--- src/rtl/erased_sector_judge.sv ---
module erased_sector_judge #(
  parameter int DATA_BYTES = 512,
  parameter int ECC_BYTES  = 13,
  parameter int LIMIT      = 8,
  parameter int ERR_W      = 5
) (
  input  logic             clk,
  input  logic             rst_n,
  input  logic             start,
  input  logic [ERR_W-1:0] dec_errs,
  input  logic             in_valid,
  input  logic [7:0]       in_byte,
  input  logic             in_last,
  output logic             done,
  output logic [1:0]       verdict,
  output logic             force_ones,
  output logic [3:0]       fix_count
);
  localparam int CNT_W = $clog2(LIMIT + 2);
  localparam int IDX_W = $clog2(DATA_BYTES + ECC_BYTES + 1);
  localparam logic [CNT_W-1:0] SAT = CNT_W'(LIMIT + 1);
  localparam logic [IDX_W-1:0] IDX_MAX = IDX_W'(DATA_BYTES + ECC_BYTES);
  localparam logic [1:0] V_NONE = 2'b00, V_CLEAN = 2'b01, V_FIX = 2'b10, V_BAD = 2'b11;

  logic             armed;
  logic [IDX_W-1:0] idx;
  logic [CNT_W-1:0] dz, ez, dz_nxt, ez_nxt;
  logic [CNT_W:0]   total;
  logic [3:0]       bz;

  function automatic logic [CNT_W-1:0] sat_add(input logic [CNT_W-1:0] a, input logic [3:0] b);
    logic [CNT_W+3:0] s;
    s = (CNT_W+4)'(a) + (CNT_W+4)'(b);
    return (s > (CNT_W+4)'(SAT)) ? SAT : s[CNT_W-1:0];
  endfunction

  wire take    = armed & in_valid;
  wire finish  = take & in_last;
  wire in_data = idx < IDX_W'(DATA_BYTES);

  assign bz     = 4'($countones(~in_byte));
  assign dz_nxt = (take && in_data)  ? sat_add(dz, bz) : dz;
  assign ez_nxt = (take && !in_data) ? sat_add(ez, bz) : ez;
  assign total  = (CNT_W+1)'(dz_nxt) + (CNT_W+1)'(ez_nxt);

  always_ff @(posedge clk) begin
    if (!rst_n) begin
      armed <= 1'b0; idx <= '0; dz <= '0; ez <= '0;
      done <= 1'b0; verdict <= V_NONE; force_ones <= 1'b0; fix_count <= '0;
    end else if (start) begin
      armed <= dec_errs > ERR_W'(LIMIT);
      idx <= '0; dz <= '0; ez <= '0;
      done <= 1'b0; verdict <= V_NONE; force_ones <= 1'b0; fix_count <= '0;
    end else begin
      done <= finish;
      if (take) begin
        dz <= dz_nxt;
        ez <= ez_nxt;
        if (idx != IDX_MAX) idx <= idx + 1'b1;
      end
      if (finish) begin
        armed <= 1'b0;
        if (total <= (CNT_W+1)'(LIMIT)) begin
          verdict    <= (dz_nxt == '0) ? V_CLEAN : V_FIX;
          force_ones <= dz_nxt != '0;
          fix_count  <= 4'(dz_nxt);
        end else begin
          verdict    <= V_BAD;
          force_ones <= 1'b0;
          fix_count  <= '0;
        end
      end
    end
  end

  AST_CNT_SAT: assert property (@(posedge clk) disable iff (!rst_n) dz <= SAT && ez <= SAT);
  AST_FORCE_FIX: assert property (@(posedge clk) disable iff (!rst_n)
    force_ones |-> (verdict == V_FIX && fix_count != 0 && fix_count <= 4'(LIMIT)));
  AST_BAD_NOFIX: assert property (@(posedge clk) disable iff (!rst_n)
    verdict == V_BAD |-> (!force_ones && fix_count == 0));
  AST_DONE_PULSE: assert property (@(posedge clk) disable iff (!rst_n) done |=> !done);
  AST_HOLD: assert property (@(posedge clk) disable iff (!rst_n)
    (!start && !finish) |=> $stable(verdict) && $stable(fix_count));
  AST_IDLE_QUIET: assert property (@(posedge clk) disable iff (!rst_n)
    (!armed && !start) |=> !done);
endmodule

--- config.mk ---
export PLATFORM = sky130hd
export DESIGN_NAME = erased_sector_judge
export DESIGN_NICKNAME = d
export VERILOG_FILES = /design/src/rtl/erased_sector_judge.sv
export SDC_FILE = /design/constraint.sdc
export NUM_CORES = 1
export LEC_CHECK = 0
export BUFFER_PORTS_ARGS = -buffer_cell sky130_fd_sc_hd__buf_4
export CAP_MARGIN = 25
export CORE_ASPECT_RATIO = 1.1
export CORE_MARGIN = 5
export CORE_UTILIZATION = 42
export DETAILED_ROUTE_END_ITERATION = 8
export GPL_ROUTABILITY_DRIVEN = 0
export PLACE_DENSITY_LB_ADDON = 0.08
export SKIP_CTS_REPAIR_TIMING = 1
export SLEW_MARGIN = 20
export SYNTH_ARGS = -nofsm -noshare
export SYNTH_HDL_FRONTEND = slang
export SYNTH_SLANG_ARGS = --single-unit
--- constraint.sdc ---
create_clock -name clk -period 10.7 [get_ports clk]
set_clock_uncertainty 0.2 [all_clocks]
set_input_delay 0.535 -clock clk [delete_from_list [all_inputs] [get_ports clk]]
set_output_delay 0.535 -clock clk [all_outputs]
set_load 0.1 [all_outputs]
Word level (Yosys, flattened, before mapping). Cells that the tools add are included.

Bits in registers: 27. Input port bits: 18. Output and inout bits: 8.

Add/sub/neg operators: 11. Order comparisons: 5. Equal/unequal tests: 1. Muxes and demuxes: 10. Bitwise gates (word level): 4. Reductions and logical operators: 8.

Operator list (number): two-way mux 4 bit (5); adder 4 x 4 -> 5 bit (3); greater-than comparator 5 x 4 -> 1 bit, second input constant (3); adder 10 x 1 -> 10 bit, second input constant (1); < comparator 10 bit, second input constant (1); != test 10 bit, second input constant (1); adder 1 x 1 -> 2 bit (4); NOT 8 bit (1); adder 2 x 2 -> 3 bit (2); <= comparator 5 x 4 -> 1 bit, second input constant (1); adder 3 x 3 -> 4 bit (1); logical NOT 4 bit (1); two-way mux 2 bit (2); nonzero test 4 bit (1); two-way mux 1 bit (3); bitwise AND 1 bit (2); logical AND 1 bit (2); AND reduction 2 bit (1); nonzero test 2 bit (1); OR reduction 2 bit (1); logical NOT 1 bit (1); NOT 1 bit (1).

Depth between registers and ports, before layout.
Depth after elaboration: 11. Mapped depth: 21. Depth with buffers taken out: 21.

Least setup slack after synthesis. OpenSTA, ideal clock, no wires.

Path kind: in2reg. Start: input port in_byte[0]. End: register verdict[0]. Library setup time: 0.080 ns. Arrival time: 5.502 ns. Required time: 10.420 ns. Path slack: 4.918 ns. Stages on the path: 20. Cells stage by stage: fa_1 > inv_1 > fa_1 > fa_1 > ha_1 > fa_1 > fa_1 > a21o_1 > a2111o_1 > a21oi_2 > or2_2 > inv_1 > ha_1 > inv_1 > fa_1 > nor2b_1 > a21boi_0 > mux2i_1 > and3_1 > a211oi_2.

Cells in the longest elaborated chain, start to end: 11. Elaborated cells on any way between the ends: 17. Those cells by class: 6 x add/sub; 3 x order compare; 6 x mux; 1 x bitwise; 1 x reduce/logical.

RTL lines: start, declared (line 12) `input logic [7:0] in_byte,`; NOT 8 bit (*) (line 41) `assign bz = 4'($countones(~in_byte));`; adder 1 x 1 -> 2 bit (not written as such) (*) (line 41); adder 2 x 2 -> 3 bit (not written as such) (*) (line 41); adder 3 x 3 -> 4 bit (not written as such) (*) (line 41); adder 4 x 4 -> 5 bit (*) (line 33) `s = (CNT_W+4)'(a) + (CNT_W+4)'(b);`; greater-than comparator 5 x 4 -> 1 bit (line 34) `return (s > (CNT_W+4)'(SAT)) ? SAT : s[CNT_W-1:0];`; two-way mux 4 bit (*) (line 34); two-way mux 4 bit (*) (line 42) `assign dz_nxt = (take && in_data) ? sat_add(dz, bz) : dz;`; net dz_nxt[0] (line 27) `logic [CNT_W-1:0] dz, ez, dz_nxt, ez_nxt;`; adder 4 x 4 -> 5 bit or logical NOT 4 bit (tied branches) (line 44, 64); <= comparator 5 x 4 -> 1 bit or two-way mux 2 bit (tied branches) (line 63, 64); two-way mux 2 bit (*) (line 63) `if (total <= (CNT_W+1)'(LIMIT)) begin`; end signal, assigned (line 64) `verdict <= (dz_nxt == '0) ? V_CLEAN : V_FIX;`; end, declared (line 15) `output logic [1:0] verdict,`.

The timed path passes the listed nets; every way through them passes the cells marked *. A chain may end at the register's enable or synchronous reset.

Final worst setup path.
Start: input port in_byte[0]. End: register verdict[1].

The elaborated chain is that of the path after synthesis.

==> results.json <==
{
  "avgSynthCellArea_sq_um": 8.88,
  "drtIter0Drc": 42,
  "cp-end-kind": "register",
  "max_cap_viol_count": 0,
  "synth_flop_cell": "dfxtp_1",
  "setup_tns_ps": 0,
  "hold_class": "register to register",
  "drc_errors": 0,
  "tritoncts": "yes",
  "dp_hpwl_um": 3090,
  "grtUsageTotal_pct": 14.3,
  "synth_nets": 247,
  "rsz0062_at_grt": "false",
  "cts_sinks": 27,
  "slowest_delay_ps": 620,
  "critPathRequiredTime_ps": 10650,
  "synthCells": 205,
  "nFillCells": 448,
  "ys_seq_elements": 27,
  "startpoint_type": "input port",
  "numCtsBuffers": 3,
  "syn_area_sq_mm": 0.00182,
  "yosys_warnings": 0,
  "root_buffer": "clkbuf_8",
  "antenna_found_initial": 0,
  "rows": 25,
  "finalSetupViolCount": 0,
  "cts_buffer_depth": 2,
  "dpl_cell_area_sq_mm": 0.00206,
  "whs_ps": 255,
  "p_leak_nw": 1.02,
  "slew_headroom_pct": 39.2,
  "crit_slowest_cell": "fa_1",
  "fin_util_pct": 49.6,
  "via_per_inst": 5.41,
  "path_cells": "buf_4, fa_1, inv_1, fa_1, fa_1, ha_1, fa_1, fa_1, o22a_1, o221a_2, a21oi_2, or2_2, inv_1, ha_1, inv_1, fa_1, nor2b_1, a21boi_0, mux2i_1, and3_1, a31oi_1",
  "overflow": 0,
  "drv_slew": 0,
  "grt_pass1_wl_um": 6640,
  "drt_wl_total_um": 3760,
  "h-tree-depth": 1,
  "finalHoldViolCount": 0,
  "synth_edf_count": 0,
  "synth_cell_types": 46,
  "critPathTopFamily": "adder cells",
  "clock_latency_ps": 270,
  "vdd_drop_max_v": 0.0000655,
  "portBuffers": 25,
  "antenna_left": 0,
  "vias": 1542,
  "path_buf_inv": 4,
  "crit_arrival_ps": 5930,
  "clk_pin_slew_ps": 90,
  "powerDensity_mw_per_mm2": 114,
  "crit_top_cell": "fa_1",
  "synthArstFlopShare_pct": 0,
  "die-area_sq_mm": 0.00575,
  "die_y_um": 79.1,
  "status": "completed",
  "nets": 274,
  "grt_pass1_vias": 1515,
  "final_layout_size_suffix_gt1_share_pct": 15.6,
  "antenna_cells": 0,
  "crit_fanout": 4,
  "min_period_ps": 5980,
  "grt_max_degree": 22,
  "coreArea_sq_mm": 0.00425,
  "stdcell_area_sq_mm": 0.00211,
  "start_util_pct": 42.8,
  "synthToLayoutAreaGrowth_pct": 15.9,
  "ioPinCount": 26,
  "fin_crit_sh_pct": 55.9,
  "drt_pass1_iterations": 4,
  "ys_seq_area_share_pct": 29.7,
  "wl_per_cell_um": 13.2,
  "path_class": "input port to register",
  "worst_pin_slew_ps": 900,
  "die_w_um": 72.8,
  "max_freq_mhz": 167
}
-- sequential cells by signal, summed over array words and instances (netlist names) --
register	cells
idx	10
dz	4
ez	4
fix_count	4
verdict	2
armed	1
done	1
force_ones	1
-- worst register-to-register path, delay by kind of cell (launching register included) --
| family | cells | cell delay [ps] |
|---|---|---|
| simple gates | 3 | 750 |
| mux | 1 | 280 |
| buf+inv | 2 | 120 |
| flops | 1 | 340 |
| fa+ha+maj | 4 | 1430 |
| compound gates | 5 | 610 |
-- worst paths after layout --
check,startpoint,to,slack (ps),cells after the start
max,in_byte[0],verdict[1],4720,21
min,fix_count[2],fix_count[2],250,2
max reg2reg,dz[0],verdict[1],6850,15
min reg2reg,fix_count[2],fix_count[2],250,2
-- metal layers --
| layer | up-vias | part of all wire (%) | GRT usage [%] | wire [um] |
|---|---|---|---|---|
| met5 | - | 0 | 0 | 0 |
| met4 | 0 | 1.7 | 5.17 | 64 |
| met3 | 7 | 3.6 | 2.28 | 135 |
| met2 | 31 | 48 | 23.8 | 1800 |
| met1 | 720 | 47 | 18.4 | 1760 |
| li1 | 784 | - | - | - |
-- placed cells by master (no fill, tap or decap), drive strengths merged, types with 5 or more instances in the layout --
| cell | instances |
|---|---|
| fa | 7 |
| xor2 | 12 |
| o21ai | 5 |
| a21oi | 8 |
| inv | 19 |
| nor2 | 29 |
| a21o | 6 |
| buf | 25 |
| nand2 | 15 |
| and3 | 7 |
| ha | 17 |
| nand4 | 6 |
| dfxtp | 27 |
-- kinds of logic after synthesis --
logic type,share of synthesized area [%]
multiplexers,0.550
buffers and inverters,4.60
flip-flops,29.7
AO/OA/AOI/OAI,20.5
XOR/XNOR,6.74
AND/OR/NAND/NOR,18.6
adder cells (fa/ha/maj),19.4
-- area by class of cell --
| cell class | instances | area, sq um | share of cell area (%) |
|---|---|---|---|
| Clock inverter | 1 | 5.00 | 0.237 |
| Timing Repair Buffer | 25 | 188 | 8.90 |
| Sequential cell | 27 | 541 | 25.6 |
| Inverter | 19 | 71.3 | 3.38 |
| Clock buffer | 3 | 41.3 | 1.96 |
| Tap cell | 54 | 67.6 | 3.20 |
| Multi-Input combinational cell | 156 | 1200 | 56.7 |
-- cell usage after synthesis (all sizes together) (2+ instances only) --
cell	instances	area share, %
fa	7	7.7
and3	7	2.4
dfxtp	27	30
nand2	15	3.1
a21o	6	2.5
clkbuf	2	0.41
a21oi	8	2.4
nor2b	3	1.0
and2	3	1.0
a311oi	2	0.96
a31oi	3	1.0
xnor2	2	0.96
nor2	29	6.0
nor4b	2	0.96
a211oi	3	1.5
nand3	2	0.55
o21ai	5	1.4
a2111oi	2	2.0
o211ai	3	1.5
inv	19	3.9
xor2	12	5.8
nand4	6	2.1
ha	17	12
o2111a	2	1.2
a32oi	2	0.96
-- metrics by stage --
stage               worst slack (ps)  cells  power [W]
CTS                             4720    285   0.000245
global route                    4360    285   0.000260
floorplan                       4920    205   0.000166
global placement                4570    281   0.000183
detailed placement              4470    281   0.000186
finish                          4720    285   0.000241
-- power breakdown --
part	total [W]	switching, W	internal, W
clock	0.0000577	0.0000316	0.0000261
sequential	0.000103	0.00000118	0.000102
combinational	0.0000809	0.0000464	0.0000344
Power figures use the tool's default switching activity.
